## config.mk

```make
export PLATFORM = sky130hd
export DESIGN_NAME = clk_glitch_gen
export DESIGN_NICKNAME = d
export VERILOG_FILES = /design/src/rtl/cg_pkg.sv /design/src/rtl/cg_clk_div.sv /design/src/rtl/cg_trig_sync.sv /design/src/rtl/cg_shot_fsm.sv /design/src/rtl/clk_glitch_gen.sv
export SDC_FILE = /design/constraint.sdc
export NUM_CORES = 1
export LEC_CHECK = 0
export ABC_CLOCK_PERIOD_IN_PS = 2500
export BUFFER_PORTS_ARGS = -buffer_cell sky130_fd_sc_hd__buf_2
export CAP_MARGIN = 30
export CORE_AREA = 2 2 68 70
export DETAILED_ROUTE_END_ITERATION = 10
export DIE_AREA = 0 0 70 72
export GPL_TIMING_DRIVEN = 0
export HOLD_SLACK_MARGIN = 0.03
export PLACE_DENSITY = 0.76
export SLEW_MARGIN = 20
export SYNTH_ARGS = -nofsm -noshare
export SYNTH_HDL_FRONTEND = slang
export SYNTH_SLANG_ARGS = --single-unit
```

## constraint.sdc

```tcl
create_clock -name clk -period 2.5 [get_ports clk]
set_input_delay 0.375 -clock clk [delete_from_list [all_inputs] [get_ports clk]]
set_output_delay 0.375 -clock clk [all_outputs]
set_load 0.01 [all_outputs]
```

## src/rtl/cg_pkg.sv

```systemverilog
package cg_pkg;

    typedef enum logic [1:0] {
        ST_IDLE   = 2'd0,
        ST_ARMED  = 2'd1,
        ST_WAIT   = 2'd2,
        ST_GLITCH = 2'd3
    } shot_state_e;

    typedef struct packed {
        logic base_hi;    // plain divided clock level for the current phase
        logic cycle_end;  // last reference cycle of a target period
    } div_status_t;

    // Limit the requested pulse width so one low cycle stays on each side.
    function automatic int clamp_width(input int req, input int half);
        int lim;
        lim = half - 2;
        if (req < 1)
            return 1;
        else if (req > lim)
            return lim;
        return req;
    endfunction

endpackage

```

## src/rtl/cg_clk_div.sv

```systemverilog
module cg_clk_div
    import cg_pkg::*;
#(
    parameter int HALF_DIV = 6,
    parameter int PH_W     = $clog2(2 * HALF_DIV)
) (
    input  logic            clk,
    input  logic            rst,
    output logic [PH_W-1:0] ph,
    output div_status_t     st
);
    localparam logic [PH_W-1:0] PH_LAST = PH_W'(2 * HALF_DIV - 1);
    localparam logic [PH_W-1:0] PH_HALF = PH_W'(HALF_DIV);

    logic [PH_W-1:0] ph_q;

    always_ff @(posedge clk) begin
        if (rst)
            ph_q <= '0;
        else if (ph_q == PH_LAST)
            ph_q <= '0;
        else
            ph_q <= ph_q + PH_W'(1);
    end

    always_comb begin
        st.base_hi   = (ph_q < PH_HALF);
        st.cycle_end = (ph_q == PH_LAST);
    end

    assign ph = ph_q;

endmodule

```

## src/rtl/cg_trig_sync.sv

```systemverilog
module cg_trig_sync #(
    parameter int SYNC_STAGES = 2
) (
    input  logic clk,
    input  logic rst,
    input  logic trig_in,
    output logic rise
);
    logic [SYNC_STAGES:0] pipe_q;

    always_ff @(posedge clk) begin
        if (rst)
            pipe_q <= '0;
        else
            pipe_q <= {pipe_q[SYNC_STAGES-1:0], trig_in};
    end

    assign rise = pipe_q[SYNC_STAGES-1] & ~pipe_q[SYNC_STAGES];

endmodule

```

## src/rtl/cg_shot_fsm.sv

```systemverilog
module cg_shot_fsm
    import cg_pkg::*;
#(
    parameter int HALF_DIV = 6,
    parameter int PH_W     = $clog2(2 * HALF_DIV),
    parameter int OFS_W    = 16,
    parameter int WID_W    = 4
) (
    input  logic             clk,
    input  logic             rst,
    input  logic             arm,
    input  logic             rise,
    input  logic [PH_W-1:0]  ph,
    input  logic             cycle_end,
    input  logic [OFS_W-1:0] offset,
    input  logic [WID_W-1:0] width,
    output logic             pulse_on,
    output logic             busy,
    output logic             done
);
    localparam logic [PH_W-1:0] PH_PEN  = PH_W'(2 * HALF_DIV - 2);
    localparam logic [PH_W-1:0] PH_LAST = PH_W'(2 * HALF_DIV - 1);

    shot_state_e      state_q;
    logic [OFS_W-1:0] ofs_q;
    logic [OFS_W-1:0] cyc_q;
    logic [PH_W-1:0]  wid_q;
    logic [PH_W-1:0]  win_lo;
    logic             done_q;

    always_ff @(posedge clk) begin
        if (rst) begin
            state_q <= ST_IDLE;
            ofs_q   <= '0;
            cyc_q   <= '0;
            wid_q   <= PH_W'(1);
            done_q  <= 1'b0;
        end else begin
            done_q <= 1'b0;
            unique case (state_q)
                ST_IDLE: begin
                    if (arm)
                        state_q <= ST_ARMED;
                end
                ST_ARMED: begin
                    if (rise) begin
                        state_q <= ST_WAIT;
                        ofs_q   <= offset;
                        wid_q   <= PH_W'(clamp_width(int'(width), HALF_DIV));
                        cyc_q   <= '0;
                    end
                end
                ST_WAIT: begin
                    if (cycle_end) begin
                        if (cyc_q == ofs_q)
                            state_q <= ST_GLITCH;
                        else
                            cyc_q <= cyc_q + OFS_W'(1);
                    end
                end
                ST_GLITCH: begin
                    if (ph == PH_PEN) begin
                        state_q <= ST_IDLE;
                        done_q  <= 1'b1;
                    end
                end
                default: state_q <= ST_IDLE;
            endcase
        end
    end

    assign win_lo   = PH_LAST - wid_q;
    assign pulse_on = (state_q == ST_GLITCH) && (ph >= win_lo) && (ph <= PH_PEN);
    assign busy     = (state_q == ST_WAIT) || (state_q == ST_GLITCH);
    assign done     = done_q;

endmodule

```

## src/rtl/clk_glitch_gen.sv

```systemverilog
module clk_glitch_gen
    import cg_pkg::*;
#(
    parameter int HALF_DIV = 6,
    parameter int OFS_W    = 16,
    parameter int WID_W    = 4,
    parameter int SYNC_STAGES = 2
) (
    input  logic             clk,
    input  logic             rst,
    input  logic             trig_in,
    input  logic             arm,
    input  logic [OFS_W-1:0] offset,
    input  logic [WID_W-1:0] width,
    input  logic             sel_glitch,
    output logic             tgt_clk,
    output logic             busy,
    output logic             done
);
    localparam int PH_W = $clog2(2 * HALF_DIV);

    logic [PH_W-1:0] ph;
    div_status_t     dst;
    logic            trig_rise;
    logic            pulse_on;
    logic            tgt_q;

    cg_clk_div #(
        .HALF_DIV (HALF_DIV),
        .PH_W     (PH_W)
    ) u_div (
        .clk (clk),
        .rst (rst),
        .ph  (ph),
        .st  (dst)
    );

    cg_trig_sync #(
        .SYNC_STAGES (SYNC_STAGES)
    ) u_sync (
        .clk     (clk),
        .rst     (rst),
        .trig_in (trig_in),
        .rise    (trig_rise)
    );

    cg_shot_fsm #(
        .HALF_DIV (HALF_DIV),
        .PH_W     (PH_W),
        .OFS_W    (OFS_W),
        .WID_W    (WID_W)
    ) u_fsm (
        .clk       (clk),
        .rst       (rst),
        .arm       (arm),
        .rise      (trig_rise),
        .ph        (ph),
        .cycle_end (dst.cycle_end),
        .offset    (offset),
        .width     (width),
        .pulse_on  (pulse_on),
        .busy      (busy),
        .done      (done)
    );

    // Registered output stage keeps the pin free of combinational hazards.
    always_ff @(posedge clk) begin
        if (rst)
            tgt_q <= 1'b0;
        else if (sel_glitch)
            tgt_q <= dst.base_hi | pulse_on;
        else
            tgt_q <= dst.base_hi;
    end

    assign tgt_clk = tgt_q;

endmodule

```

# Word level (Yosys, flattened, before mapping)
# Cells that the tools add are included.
dict set report classes {
  n_addsub 3
  order_cmp 5
  eq_ne 12
  mux 20
  bitwise_logic 4
  n_reduce_logical 10
}
# cell count
set ops {}
lappend ops {{two-way mux 16 bit} 3}
lappend ops {{case mux 16 bit (2 select lines)} 1}
lappend ops {{adder 16 x 1 -> 16 bit (second input constant)} 1}
lappend ops {{== test 16 bit} 1}
lappend ops {{two-way mux 2 bit} 5}
lappend ops {{== test 4 bit (second input constant)} 2}
lappend ops {{case mux 2 bit (4 select lines)} 1}
lappend ops {{two-way mux 1 bit} 7}
lappend ops {{two-way mux 3 bit} 2}
lappend ops {{inequality test 2 x 1 -> 1 bit (second input constant)} 3}
lappend ops {{inequality test 2 bit (second input constant)} 3}
lappend ops {{AND reduction 5 bit} 1}
lappend ops {{adder 4 x 1 -> 4 bit (second input constant)} 1}
lappend ops {{== test 2 bit (second input constant)} 2}
lappend ops {{>= comparator 4 bit} 1}
lappend ops {{greater-than comparator 4 x 3 -> 1 bit (second input constant)} 1}
lappend ops {{<= comparator 4 bit (second input constant)} 1}
lappend ops {{< comparator 4 x 1 -> 1 bit (second input constant)} 1}
lappend ops {{< comparator 4 x 3 -> 1 bit (second input constant)} 1}
lappend ops {{two-way mux 4 bit} 1}
lappend ops {{AND reduction 4 bit} 1}
lappend ops {{OR reduction 2 bit} 2}
lappend ops {{subtractor 4 bit (first input constant)} 1}
lappend ops {{== test 2 x 1 -> 1 bit (second input constant)} 1}
lappend ops {{other kinds (8)} 10}
dict set report word_totals {
  ff_bits 47
  input_bits 25
}

# Longest topological paths before layout
dict set report depth {
  depth_word 7
  depth_mapped 10
  mapped_depth_nobuf 8
}

# By module
# From an unflattened synthesis, not the netlist that was laid out.
dict set report hier_totals {
  hier_cells 291
  area_unflattened_um2 2496.1
}
# mod instances cells_per_inst area_each_um2 seq_area_each_um2
set modules_own_cells {}
lappend modules_own_cells {cg_shot_fsm 1 264 2190.9 780.7}
lappend modules_own_cells {cg_clk_div 1 17 188.9 80.1}
lappend modules_own_cells {cg_trig_sync 1 7 87.6 60.1}
lappend modules_own_cells {clk_glitch_gen 1 3 28.8 20.0}

# Least setup slack after synthesis
# No wires, ideal clock.
dict set report synth_timing {
  path_kind {register to register}
  from {reg u_fsm.state_q[0]}
  to {reg u_fsm.cyc_q[10]}
  arrival_time_ps 1823
  setup_slack_ps 617
  stages_incl_launch_ff 10
  n_path_buf 1
  period_less_slack_ps 1883
  cell_sequence {dfxtp_1 inv_1 ha_1 buf_2 inv_1 o21a_1 a21oi_2 nand3_1 or4_1 nand2_1}
}
dict set report synth_via {
  elab_chain_cells 3
  elab_cells_between_ends 8
  cone_classes {eq/ne (5); mux (1); reduce/logical (2)}
}
# element line_no
set synth_rtl {}
lappend synth_rtl {{start: declaration} cg_shot_fsm.sv:24} ;# shot_state_e state_q;
lappend synth_rtl {{start signal: assignment} cg_shot_fsm.sv:33} ;# state_q <= ST_IDLE;
lappend synth_rtl {{start signal: assignment} cg_shot_fsm.sv:43} ;# state_q <= ST_ARMED;
lappend synth_rtl {{start signal: assignment} cg_shot_fsm.sv:47} ;# state_q <= ST_WAIT;
lappend synth_rtl {{== test 2 bit or == test 2 x 1 -> 1 bit (tied branches)} n/a}
lappend synth_rtl {{inequality test 2 x 1 -> 1 bit (no line), or another cell as far along} n/a}
lappend synth_rtl {{AND reduction 4 bit (no line)} n/a}
lappend synth_rtl {{end signal: assignment} cg_shot_fsm.sv:58} ;# cyc_q <= cyc_q + OFS_W'(1);
lappend synth_rtl {{end: declaration} cg_shot_fsm.sv:26} ;# logic [OFS_W-1:0] cyc_q;
# Parallel ways exist; a longest one is shown, timed or not.
# A chain may end at the register's enable or synchronous reset.

# Worst setup path in the final report
# Same ends and word-level chain as after synthesis.

==> metrics.md <==
| Metric | Value |
|---|---|
| Status | `finished clean` |
| Crit path max-delay family | `simple AND/OR/NAND/NOR gates` |
| Hpwl dp | `3630 um` |
| Worst path bufs/invs | `3` |
| # Max-Cap Violations | `0` |
| DIE HEIGHT | `72 um` |
| First-pass GRT wire length | `8340 um` |
| Vias per std cell | `5.46` |
| Setup Skew | `0.00491 ns` |
| Dominant cells by area after synthesis | `dfxtp_1 40%, nand2_1 8.1%, xor2_1 6.3%` |
| Routed WL | `4780 um` |
| Drt wl/cell | `13.1 um` |
| DIE AREA | `5040 sq um` |
| Leak pwr | `1.16 nW` |
| GR Overflow Total | `0` |
| Post-cts hold buffer count | `0` |
| Postcts setup bufs | `0` |
| # setup viols final | `0` |
| Synth area leader | `dfxtp_1` |
| Worst setup path class | `reg -> reg` |
| Post-layout util | `61.9%` |
| Synthesized flop and latch total | `47` |
| Vias in the first global route | `1912` |
| Ant diodes | `0` |
| Pins over their slew limit | `0` |
| Synthesized Nets | `313` |
| Remaining DRCs | `0` |
| Distinct cell type count after synthesis | `51` |
| Routability cong. | `0.877` |
| Io pins | `28` |
| Yosys warns | `0` |
| Sequential share of the synthesized area | `40.0%` |
| Cell chain of the critical path | `inv_1 > ha_1 > buf_2 > inv_1 > o21a_1 > a21oi_2 > nand3_1 > or4_1 > nand2_1` |
| Total GRT Usage | `20.7%` |
| Inst Count DP | `357` |
| Hold Violations, Final | `0` |
| Top_reg_cell synth | `dfxtp_1` |
| Top-area cell type share of the netlist area | `40.0%` |
| Area Overhead vs Synth | `12.2%` |
| Layout cells sized above 1 | `14.7%` |
| H-tree depth | `2` |
| Hold Startpoint | `trig_in` |
| Peak VDD IR | `0.416 mV` |
| Final setup margin | `0.315 ns` |
| Initial antenna violation count | `0` |
| Worst Setup SP | `u_fsm.state_q[0]$_SDFFE_PP0P_` |
| Tmin final | `2.18 ns` |
| CP endpoint kind | `flop` |
| Iter 0 DRT Violations | `130` |
| Critical Path Start Type | `flop` |
| Initial Utilization | `55.2%` |
| Layout Nets | `347` |
| Syn Inst Count | `278` |
| Worst Path Max Fanout | `10` |
| Hold Crit Class | `in -> reg` |
| Pwr dens | `619 nW/um^2` |
| RSZ-0062 raised after global routing | `false` |
| Root buffer cell | `clkbuf_8` |
| Clock-pin slew on the worst setup and hold paths | `0.08 ns` |
| Cell mode on critical path | `inv_1` |
| Crit path largest cell delay | `0.44 ns` |
| CTS tree | `done` |
| Worst path slowest cell | `or4_1` |
| Later-pin clock latency in the skew report | `0.29 ns` |
| Clock buffer depth | `2` |
| Sink Count | `47` |
| PostCTS Resize Cnt | `0` |
| Slew Limit Headroom | `64.0%` |
| CTS Buf Count | `5` |
| Synth async-reset ratio | `0%` |
| Mapped Area | `2350 sq um` |
| Worst reg2reg startpoint | `u_fsm.state_q[0]$_SDFFE_PP0P_` |
| Die width | `70 um` |
| Final cell count without fillers | `364` |
| Core area | `4260 sq um` |
| TNS Setup | `0 ns` |
| Critical Path RT | `2.74 ns` |
| Fin crit share | `87.4%` |
| Critical path data arrival time | `2.42 ns` |
| Syn avg cell area | `8.46 sq um` |
| Largest net degree at the start of global routing | `14` |
| Post-synth EDFFs | `0` |
| Port-buffer cells | `27` |
| Fillers | `411` |
| Slew @ Worst Pin | `0.538 ns` |
| DRT Pass-1 Iters | `4` |
| Place WS | `0.353 ns` |
| Post-route ant nets | `0` |
| Vias | `1989` |
| Cell Rows | `24` |
| Fmax | `458 MHz` |
Yosys cell counts (all sizes together) (2+ instances only):
library cell and count:
nand2 51, dfxtp 47, mux2i 5, ha 10
xor2 17, o31ai 6, a21oi 23, nand3b 4
buf 6, a211oi 2, clkbuf 7, inv 11
and2 4, nor2 11, and3b 2, nand3 6
a21o 2, o211ai 2, nand4 8, nor2b 3
nand2b 6, or2 5, and3 5, a41oi 2
o21ai 7, nor4 4, nor3b 2, or4 2
cell families (layout without fill, tap and decap cells):
family,after synthesis,after routing,synth area share (%)
simple gates,117,117,25.3
compound gates,56,56,15.5
flops,47,47,40.0
buf+inv,24,58,4.57
xor+xnor,18,18,6.70
fa+ha+maj,10,10,5.32
mux,6,6,2.61
where the power goes:
part / leakage [nW] / internal [mW] / switching (mW)
Sequential: 0.381 / 0.781 / 0.0283
Combinational: 0.735 / 0.149 / 0.220
Clock: 0.0470 / 0.217 / 0.238
state kept, by name (all words and copies together), names as in the netlist:
| register | flops |
|---|---|
| u_fsm.cyc_q | 16 |
| u_fsm.ofs_q | 16 |
| u_div.ph | 4 |
| u_fsm.wid_q | 4 |
| u_sync.pipe_q | 3 |
| u_fsm.state_q | 2 |
| tgt_clk | 1 |
| u_fsm.done | 1 |
final timing paths:
check                                                    end  slack, ns  cells past startpoint
worst max register to register  u_fsm.cyc_q[10]$_SDFFE_PP0P_       0.32                      9
worst min-delay path             u_sync.pipe_q[0]$_SDFF_PP0_       0.28                      2
worst max-delay path            u_fsm.cyc_q[10]$_SDFFE_PP0P_       0.32                      9
worst min register to register   u_sync.pipe_q[1]$_SDFF_PP0_       0.44                      1
metal layers:
layer	GRT usage (%)	vias to the layer above	share of wire, %
met2	34.6	34	45
met1	26.8	919	51
met4	7.05	0	0.65
met5	0	-	0
li1	-	1032	-
met3	4.31	4	3.1
area by class of cell:
cell class | count | area, sq um | share of cell area, %
clock buffers | 6 | 82.6 | 3.13
plain buffers | 13 | 66.3 | 2.51
well taps | 52 | 65.1 | 2.46
clock inverters | 1 | 5.00 | 0.190
multi-input cells | 207 | 1300 | 49.4
repair buffers | 27 | 135 | 5.12
inverters | 11 | 41.3 | 1.56
flip-flops and latches | 47 | 941 | 35.6
metrics by stage:
step | area (sq um) | power, mW | hold slack [ns]
finish | 2640 | 1.63 | 0.283
global route | 2640 | 1.74 | 0.283
CTS | 2640 | 1.65 | 0.279
detailed placement | 2550 | 1.20 | 0.424
global placement | 2550 | 1.19 | 0.420
floorplan | 2350 | 1.09 | 0.414
cell usage in the layout (no fill, tap or decap), types with 3 or more instances in the layout:
cell type / n
nor2b_1: 3
nor2_1: 11
a21oi_1: 22
nand2b_1: 6
and3_1: 5
dfxtp_1: 47
or2_2: 5
o31ai_1: 6
and2_1: 4
xor2_1: 17
nand2_1: 51
nand3_1: 6
clkbuf_8: 6
nand4_1: 8
clkbuf_1: 7
o21ai_0: 6
mux2i_1: 5
inv_1: 11
nand3b_1: 4
buf_2: 29
nor4_1: 3
ha_1: 10
Note: power is estimated with default switching activity, not from simulation.
